## src/rtl/cvsd_enc.sv

```systemverilog
module cvsd_enc #(
  parameter int W         = 12,
  parameter int HIST      = 4,
  parameter int STEP_MIN  = 2,
  parameter int STEP_SPAN = 598,
  parameter int DECAY     = 8
) (
  input  logic                clk,
  input  logic                rst_n,
  input  logic signed [W-1:0] sample_in,
  input  logic                idle_in,
  output logic                bit_out
);
  localparam int SW = $clog2((STEP_SPAN + 1) << DECAY) + 1;
  localparam logic [HIST-1:0] ALT = HIST'(32'hAAAA_AAAA);
  localparam int IMAX = 2 ** (W - 1) - 1;
  localparam int IMIN = -(2 ** (W - 1));

  logic signed [W-1:0] integ;
  logic [SW-1:0]       syl;
  logic [HIST-1:0]     hist;

  logic                dec;
  logic [HIST-1:0]     hist_n;
  logic                coinc;
  logic [W-1:0]        step;
  logic signed [W+1:0] wide, sum;
  logic signed [W-1:0] integ_n;
  logic [SW-1:0]       syl_n;

  assign dec    = idle_in ? ~hist[0] : (sample_in > integ);
  assign hist_n = {hist[HIST-2:0], dec};
  assign coinc  = (&hist_n) | ~(|hist_n);
  assign step   = W'(STEP_MIN) + W'(syl >> DECAY);
  assign wide   = {{2{integ[W-1]}}, integ};
  assign sum    = dec ? wide + $signed({2'b00, step}) : wide - $signed({2'b00, step});

  always_comb begin
    if (sum > (W+2)'(IMAX))      integ_n = W'(IMAX);
    else if (sum < (W+2)'(IMIN)) integ_n = W'(IMIN);
    else                         integ_n = sum[W-1:0];
  end

  assign syl_n = syl - (syl >> DECAY) + (coinc ? SW'(STEP_SPAN) : '0);

  always_ff @(posedge clk or negedge rst_n) begin
    if (!rst_n) begin
      integ <= '0;
      syl   <= '0;
      hist  <= ALT;
    end else begin
      integ <= integ_n;
      syl   <= syl_n;
      hist  <= hist_n;
    end
  end

  always_ff @(negedge clk or negedge rst_n) begin
    if (!rst_n) bit_out <= ALT[0];
    else        bit_out <= hist[0];
  end
endmodule

```

## config.mk

```make
export PLATFORM = sky130hd
export DESIGN_NAME = cvsd_enc
export DESIGN_NICKNAME = d
export VERILOG_FILES = /design/src/rtl/cvsd_enc.sv
export SDC_FILE = /design/constraint.sdc
export NUM_CORES = 1
export LEC_CHECK = 0
export BUFFER_PORTS_ARGS = -buffer_cell sky130_fd_sc_hd__buf_2
export CAP_MARGIN = 25
export CORE_MARGIN = 4
export CORE_UTILIZATION = 57
export DETAILED_ROUTE_END_ITERATION = 12
export PLACE_DENSITY = 0.78
export SETUP_SLACK_MARGIN = 0.4
export SLEW_MARGIN = 20
export SYNTH_ARGS = -nofsm -noshare
export SYNTH_HDL_FRONTEND = slang
export SYNTH_SLANG_ARGS = --single-unit
```

## constraint.sdc

```tcl
create_clock -name clk -period 6.5 [get_ports clk]
set_input_delay 0.65 -clock clk [delete_from_list [all_inputs] [get_ports clk]]
set_output_delay 0.65 -clock clk [all_outputs]
set_load 0.01 [all_outputs]
```

Word-level counts from Yosys, hierarchy flattened

Cells that the tools add are included.

Input port bits: 15
Memories kept: 0
Bits in read-only memories: 0
Output and inout bits: 1
Logic and storage cells: 22
Bits in latches: 0
Memory bits (writable): 0
Bits in registers: 35

Bitwise logic cells: 3
Mux-type cells: 5
Add/sub/neg operators: 5
Magnitude comparators: 3
Equal/unequal tests: 0
Shift operators: 0
Divide/modulo/power cells: 0
Reductions and logical operators: 2
$mul: 0

Operators with widths:

| kind                    | count |
|---|---|
| $mux W12                | 2 |
| $add A19 B10 Y19        | 1 |
| $sub A19 B11 Y19        | 1 |
| $add A12 B13 Y14        | 1 |
| $gt A14 B12 Y1 const B  | 1 |
| $lt A14 B12 Y1 const B  | 1 |
| $mux W14                | 1 |
| $sub A12 B13 Y14        | 1 |
| $add A2 B11 Y12 const A | 1 |
| $gt A12 B12 Y1          | 1 |
| $mux W10                | 1 |
| $reduce_and A4 Y1       | 1 |
| $reduce_or A4 Y1        | 1 |
| $not A1 Y1              | 2 |
| $mux W1                 | 1 |
| $or A1 B1 Y1            | 1 |

Depth between registers and ports, before layout

Gate-level depths: netlist of the first run.

Word-level depth: 7
Gate-level depth with buffers: 21
Mapped depth without buffers: 20

==> results of run 1 <==
## path summary, 6_finish.rpt
check                           cells past startpoint  slack, ns  endpoint       from
worst max-delay path                               19       1.42  integ[9]  integ[11]
worst min-delay path                                0       0.41   hist[2]    hist[1]
worst max register to register                     19       1.42  integ[9]  integ[11]
worst min register to register                      0       0.41   hist[2]    hist[1]
max in group asynchronous                           1       2.40   bit_out      rst_n
min in group asynchronous                           1       0.43    syl[5]      rst_n
## cell type report
cell class | count | area (um^2) | area share [%]
sequential | 35 | 877 | 22.9
timing repair buffer | 15 | 75.1 | 1.96
clock buffer | 5 | 68.8 | 1.80
multi-input combinational | 318 | 2510 | 65.5
inverter | 42 | 158 | 4.12
clock inverter | 3 | 47.5 | 1.24
tap | 75 | 93.8 | 2.45
## layout by cell type (no fill, tap or decap), drive strengths merged, types with 4 or more instances in the layout
cell type and count:
nor2b 6, nand4 4, xnor2 29, nor3 8, a21o 10, o211ai 4, xor2 10, and3 5
nand2 28, a31oi 6, and4 4, dfrtp 33, inv 43, buf 15, a21oi 27, ha 61
nand3 11, fa 7, o22ai 10, a211oi 4, clkbuf 5, o21ai 18, nor2 27
## kinds of logic (layout without fill, tap and decap cells)
logic type | count (synthesis) | in the layout | synth area share (%)
multiplexers | 2 | 2 | 0.597
buffers and inverters | 45 | 65 | 5.05
AO/OA/AOI/OAI | 100 | 100 | 18.3
adder cells (fa/ha/maj) | 68 | 68 | 25.3
flip-flops | 35 | 35 | 24.6
XOR/XNOR | 40 | 40 | 10.4
AND/OR/NAND/NOR | 108 | 108 | 15.7
## flip-flops by register name, indices dropped and copies added (netlist names)
register	cells
syl	19
integ	12
bit_out	1
hist	3
## critical path, cell delays in order, from the launching register on
cell and delay, ns:
dfrtp_1 0.41, inv_1 0.10, ha_1 0.33, and2_1 0.19, o211ai_1 0.11, a31o_1 0.19
a31oi_1 0.30, nor2_2 0.16, inv_1 0.35, a21oi_1 0.11, xnor2_1 0.20, ha_1 0.30
a21oi_1 0.22, o21ai_0 0.16, o31ai_2 0.38, o21ai_0 0.28, a31oi_1 0.25, xnor3_1 0.34
nor2_2 0.37, o22ai_1 0.17
## routing by layer
| metal | routed length (um) | part of all wire [%] |
|---|---|---|
| met1 | 3070 | 42 |
| met2 | 3860 | 53 |
| met4 | 160 | 2.2 |
| met5 | 0 | 0 |
| met3 | 208 | 2.8 |
## through the flow
step | hold slack [ns] | area [um^2]
3_5_place_dp | 0.400 | 3710
6_report | 0.412 | 3830
4_1_cts | 0.413 | 3830
3_3_place_gp | 0.400 | 3710
5_1_grt | 0.422 | 3830
2_1_floorplan | 0.354 | 3560
==> flow_summary.ini, run 1 <==
[outcome]
status = completed

[timing]
rsz0062_at_grt = no
tns_ns = 0
drv_slew = 0
setup_viol = 0
fin_crit_sh_pct = 78.2
layout_setup_ws_ns = 1.42
worst_pin_slew_ns = 0.956
fmax_mhz = 197
finalHoldViolCount = 0
maxSlewHeadroom_pct = 35.6
fin_crit_ns = 5.08
finalClockSkew_ns = 0.00523

[placement]
hpwl_um = 6050
place_inst = 485
portBuffers = 15
place.gp.congestion = 0.883
pre_cts_ws_ns = 1.17

[floorplanning]
die_h_um = 87.1
rows = 28
pin_count = 16
start_util_pct = 59.5
die_area_um2 = 7580
coreArea_um2 = 5990
chipWidth_um = 87.1

[route]
final_antenna_net_count = 0
remaining_drc_errors = 0
vias_per_cell = 5.81
vias = 2865
routedWlPerCell_um = 14.8
dr.first_iter.drc_count = 33
routed_wl_um = 7300
dr.pass1.iters = 4

[synthesis]
synth_cell_types = 61
synth_top_area_share_pct = 23.2
syn-num-nets = 481
synth_warnings = 0
synth_area_per_cell_um2 = 8.96
yosys-top-cells-area = dfrtp_1 (23%), ha_1 (21%), xnor2_1 (6.9%)
synth_edf_count = 0
synth_most_common_cell = ha_1
netlist_area_um2 = 3560
ys_seq_area_share_pct = 24.6
synth_top_area_cell = dfrtp_1
ys_ff_latch = 35
netlist_top_cells_count = ha_1 (61), inv_1 (42), dfrtp_1 (33)
ys_async_sr_fraction_pct = 100
ys.flop_type = dfrtp_1
synthCells = 398

[cts]
hold_buffers = 0
cts_buffers = 5
htree_num_levels = 2
tritoncts = yes
cts_resized = 0
clk_pin_slew_ns = 0.08
root_buffer = clkbuf_8
post-cts-setup-buffers = 0
clockBufferDepth = 2
cts.sinks = 35
clk_latency_ns = 0.30

[final_layout]
drive_gt1_share_pct = 9.33
fin_util_pct = 63.9
syn_to_final_growth_pct = 7.37
nets = 500
nFillCells = 528
antenna_cells = 0
finalNonFillerCells = 493

[grt]
globalRouteTotalUtil_pct = 21.4
grt_use_met1_pct = 24.3
antenna_found_initial = 0
overflow = 0
grt_pass1_vias = 2995
grt_max_degree = 36
use_met2_pct = 40.7
grtUsageMet3_pct = 3.12
top_usage_layer = met2
grt_pass1_wl_um = 12900

[setup_path]
required_ns = 6.64
cp.arrival_ns = 5.22
worstSetupPathType = register to register
critPathMaxFanout = 14
end_kind = register
startpoint_type = register

[worst_hold_path]
hp-class = register to register

[flow_run]
max-cap-violations = 0
Power of run 1 is left out: the tool's default activity adds up to more than one toggle a clock period on the data nets, which glitch-free logic cannot reach.
==> run 2, diff against run 1 <==
--- a/config.mk
+++ b/config.mk
@@ -5,12 +5,13 @@
 export SDC_FILE = /design/constraint.sdc
 export NUM_CORES = 1
 export LEC_CHECK = 0
+export ABC_AREA = 1
 export BUFFER_PORTS_ARGS = -buffer_cell sky130_fd_sc_hd__buf_2
 export CAP_MARGIN = 25
 export CORE_MARGIN = 4
 export CORE_UTILIZATION = 57
 export DETAILED_ROUTE_END_ITERATION = 12
-export PLACE_DENSITY = 0.78
+export PLACE_DENSITY = 0.81
 export SETUP_SLACK_MARGIN = 0.4
 export SLEW_MARGIN = 20
 export SYNTH_ARGS = -nofsm -noshare
==> constraint.sdc (replaced) <==
create_clock -name clk -period 4.09 [get_ports clk]
set_input_delay 0.409 -clock clk [delete_from_list [all_inputs] [get_ports clk]]
set_output_delay 0.409 -clock clk [all_outputs]
set_load 0.01 [all_outputs]
==> flow_summary.ini, run 2 <==
[grt]
grt_max_degree = 35
globalRouteTotalUtil_pct = 24.8
grt_pass1_vias = 3466
antenna_found_initial = 0
overflow = 0
grt_pass1_wl_um = 15100

[synthesis]
synth_most_common_cell = nand2_1
ys_async_sr_fraction_pct = 100
synthCells = 470
synth_top_area_cell = dfrtp_1
netlist_top_cells_count = nand2_1 (101), inv_1 (74), ha_1 (61)
synth_top_area_share_pct = 22.4
synth_warnings = 0
synth_cell_types = 36
ys_seq_area_share_pct = 23.7
ys_ff_latch = 35
syn-num-nets = 553
synth_edf_count = 0
yosys-top-cells-area = dfrtp_1 (22%), ha_1 (21%), nand2_1 (10%)
ys.flop_type = dfrtp_1
netlist_area_um2 = 3690
synth_area_per_cell_um2 = 7.86

[cts]
clk_latency_ns = 0.30
htree_num_levels = 2
clk_pin_slew_ns = 0.09
cts.sinks = 35
tritoncts = yes
clockBufferDepth = 2
root_buffer = clkbuf_8
cts_buffers = 5
hold_buffers = 0

[final_layout]
antenna_cells = 0
final_common_cell = nand2_1
largest_reg_flops = 19
finalInstanceArea_um2 = 4990
finalNonFillerCells = 607
fin_util_pct = 79.1
nFillCells = 361
final_cell_mix = nand2_1 (85), inv_1 (64), ha_1 (41)
reg_top3 = syl (19), integ (12), hist (3)
drive_gt1_share_pct = 37.0
nets = 612
largest-register = syl
syn_to_final_growth_pct = 35.2

[placement]
place_inst = 563
place_area_um2 = 3910
pre_cts_ws_ns = -0.0155
place.gp.congestion = 0.885
portBuffers = 15
hpwl_um = 6450

[flow_run]
max-cap-violations = 0

[worst_hold_path]
hp-class = input port to async pin

[floorplanning]
die_area_um2 = 7830
coreArea_um2 = 6310
rows = 29
start_util_pct = 58.5
pin_count = 16
chipWidth_um = 88.5
die_h_um = 88.5

[route]
routed_wl_um = 11500
dr.first_iter.drc_count = 190
routedWlPerCell_um = 18.9
final_antenna_net_count = 0
vias = 3574
remaining_drc_errors = 0
dr.pass1.iters = 5
vias_per_cell = 5.89

[setup_path]
r2r_slack_ns = 0.04
max_stage_delay_ns = 0.43
worstSetupPathType = register to register
critPathMaxFanout = 7
reg2regPathDepth = 28
cp.arrival_ns = 4.23
slowest_stage = dfrtp_1
r2r_end = integ[10]
required_ns = 4.26
end_kind = register
reg2reg_from = integ[5]
crit_top_cell = nand2_1
startpoint_type = register

[timing]
maxSlewHeadroom_pct = 66.9
setup_viol = 0
rsz0062_at_grt = yes
worst_pin_slew_ns = 0.496
fmax_mhz = 247
drv_slew = 0
layout_setup_ws_ns = 0.0355
finalHoldViolCount = 0
fin_crit_ns = 4.05
fin_crit_sh_pct = 99.1
finalClockSkew_ns = 0.0124

[outcome]
status = completed
==> run 2: changes by cell type after synthesis, sizes merged, moves of 6 or more <==
| cell | previous run | this run |
|---|---|---|
| o22ai | 10 | 0 |
| nand3 | 11 | 30 |
| nand2 | 28 | 111 |
| xnor2 | 29 | 9 |
| nor2b | 6 | 0 |
| xor2 | 10 | 30 |
| a21o | 10 | 2 |
| inv | 42 | 78 |
==> run 2: worst max-delay path, delay by kind of cell (launching register included) <==
family | cells | cell delay (ns)
XOR/XNOR | 1 | 0.19
adder cells (fa/ha/maj) | 2 | 0.57
buffers and inverters | 5 | 0.52
flip-flops | 1 | 0.43
AND/OR/NAND/NOR | 20 | 2.19
==> run 2: per-layer routing <==
layer / part of all wire, % / track usage, % / vias to the layer above
met5: 0 / 0 / -
met4: 4.2 / 11.4 / 0
met3: 4.5 / 3.17 / 47
met2: 52 / 48.4 / 144
met1: 39 / 26.1 / 1728
li1: - / - / 1655
==> run 2: through the flow <==
step	hold WS (ns)	TNS (ns)
finish	0.177	0
global route	0.220	-0.627
CTS	0.184	0
detailed placement	0.403	-0.0155
global placement	0.401	0
floorplan	0.113	0
==> run 2: layout make-up <==
cell class,instances,area (um^2),area share (%)
clock buffers,5,68.8,1.38
clock inverters,3,47.5,0.952
inverters,78,300,6.02
multi-input cells,357,3220,64.5
flip-flops and latches,35,881,17.6
well taps,77,96.3,1.93
repair buffers,52,377,7.54
==> run 2: repair_timing <==
action	in CTS	in global routing
setup endpoints to repair	19	23
buffers inserted	17	17
pin swaps	19	51
cloned	2	0
resized for setup	39	104
==> run 2: kinds of logic after synthesis <==
group	Yosys count	synth area share, %
flip-flops	35	23.7
AND/OR/NAND/NOR	181	23.1
AO/OA/AOI/OAI	67	10.2
buffers and inverters	80	8.54
adder cells (fa/ha/maj)	68	24.5
XOR/XNOR	39	9.96
==> run 2: worst max path at each step <==
stage	startpoint	slack (ns)	end
2_1_floorplan	integ[11]	0.36	syl[13]
3_3_place_gp	sample_in[7]	0.16	syl[13]
3_5_place_dp	sample_in[7]	-0.02	syl[13]
4_1_cts	integ[10]	0.28	syl[13]
5_1_grt	integ[5]	-0.12	integ[10]
6_report	integ[5]	0.04	integ[10]
Power of run 2 is left out for the same reason.
==> run 3, diff against run 2 <==
--- a/config.mk
+++ b/config.mk
@@ -5,9 +5,7 @@
 export SDC_FILE = /design/constraint.sdc
 export NUM_CORES = 1
 export LEC_CHECK = 0
-export ABC_AREA = 1
 export BUFFER_PORTS_ARGS = -buffer_cell sky130_fd_sc_hd__buf_2
-export CAP_MARGIN = 25
 export CORE_MARGIN = 4
 export CORE_UTILIZATION = 57
 export DETAILED_ROUTE_END_ITERATION = 12
==> flow_summary.ini, run 3 (synthesis results as in run 1) <==
[grt]
grt_pass1_vias = 3443
globalRouteTotalUtil_pct = 24.9
top_usage_layer = met2
antenna_found_initial = 0
grtUsageMet3_pct = 4.16
grt_max_degree = 36
grt_use_met1_pct = 28.2
use_met2_pct = 45.1
grt_pass1_wl_um = 15000
overflow = 0

[setup_path]
critPathMaxFanout = 11
worstSetupPathType = register to register
end_kind = register
startpoint_type = register
cp.arrival_ns = 4.32
required_ns = 4.26

[final_layout]
fin_util_pct = 77.2
reg_top3 = syl (19), integ (12), hist (3)
final_cell_mix = buf_4 (56), ha_1 (55), inv_1 (36)
finalNonFillerCells = 557
largest_reg_flops = 19
final_common_cell = buf_4
syn_to_final_growth_pct = 29.8
largest-register = syl
antenna_cells = 0
nets = 564
drive_gt1_share_pct = 33.0

[route]
routed_wl_um = 9160
dr.first_iter.drc_count = 164
vias_per_cell = 5.89
remaining_drc_errors = 0
final_antenna_net_count = 0
routedWlPerCell_um = 16.4
vias = 3281
dr.pass1.iters = 4

[floorplanning]
rows = 28
die_area_um2 = 7580
coreArea_um2 = 5990
die_h_um = 87.1
pin_count = 16
chipWidth_um = 87.1
start_util_pct = 59.5

[cts]
cts.sinks = 35
cts_buffers = 5
clockBufferDepth = 2
htree_num_levels = 2
root_buffer = clkbuf_8
tritoncts = yes
clk_pin_slew_ns = 0.08
clk_latency_ns = 0.30

[placement]
pre_cts_ws_ns = -0.262
place.gp.congestion = 0.894
hpwl_um = 6500
place_inst = 524
portBuffers = 15

[timing]
worst_pin_slew_ns = 0.461
fmax_mhz = 241
maxSlewHeadroom_pct = 69.3
finalHoldViolCount = 0
drv_slew = 0
setup_viol = 13
fin_crit_ns = 4.14
finalClockSkew_ns = 0.00857
layout_setup_ws_ns = -0.0532
fin_crit_sh_pct = 101
rsz0062_at_grt = yes

[flow_run]
max-cap-violations = 0

[worst_hold_path]
hp-class = input port to async pin

[outcome]
status = complete, but fails checks
failed_checks = setup timing
run 3: cell types whose count changed in the layout (fill, tap and decap cells not counted), sizes merged, moves of 8 or more:
cell and delta:
a21o +8, buf +26, inv -37, nand2 -83
nand3 -20, o22ai +10, xnor2 +20, xor2 -20
run 3: per-stage QoR:
step / hold slack [ns] / cell area [um^2] / setup TNS [ns]
after global routing: 0.164 / 4630 / -3.23
after global placement: 0.401 / 4170 / -1.54
final: 0.138 / 4630 / -0.477
after floorplan: 0.113 / 3730 / 0
after CTS: 0.139 / 4520 / 0
after detailed placement: 0.398 / 4170 / -3.28
run 3: worst paths after layout:
path	startpoint	to	slack (ns)	cells past startpoint
worst max-delay path	integ[8]	integ[8]	-0.05	22
worst min-delay path	rst_n	syl[7]	0.14	2
worst max register to register	integ[8]	integ[8]	-0.05	22
worst min register to register	hist[1]	hist[2]	0.41	0
max in group asynchronous	rst_n	bit_out	1.67	2
min in group clk	hist[1]	hist[2]	0.41	0
run 3: final cells by class:
cell class,count,area (um^2)
clock inverters,3,20.0
clock buffers,5,68.8
inverters,42,160
well taps,75,93.8
flip-flops and latches,35,877
repair buffers,78,577
multi-input cells,319,2830
fillers,352,1360
run 3: repair_timing:
action / 4_1_cts / 5_1_grt
resized for setup: 29 / 19
endpoints found under the setup margin: 22 / 25
hold buffers: 0 / 0
setup buffers: 19 / 4
pin swaps: 33 / 11
cloned: 2 / 0
run 3: critical path, cell delays in order (launching register included):
cell and delay, ns:
dfrtp_1 0.37, inv_2 0.05, ha_4 0.27, and4_4 0.22
o211ai_1 0.10, a31o_1 0.22, a31oi_4 0.16, buf_6 0.14
nor2_4 0.05, inv_4 0.13, nor2_1 0.07, a21oi_1 0.27
fa_2 0.30, a21oi_2 0.08, o211ai_1 0.29, o2111ai_2 0.18
a31oi_1 0.25, xnor2_1 0.20, buf_4 0.17, a31oi_2 0.04
o221ai_2 0.20, buf_6 0.18, o22ai_1 0.09
run 3: routing by layer:
layer | up-vias | part of all wire (%)
li1 | 1590 | -
met1 | 1581 | 41
met2 | 81 | 53
met3 | 29 | 3.6
met4 | 0 | 3.0
met5 | - | 0
Power of run 3 is left out for the same reason.
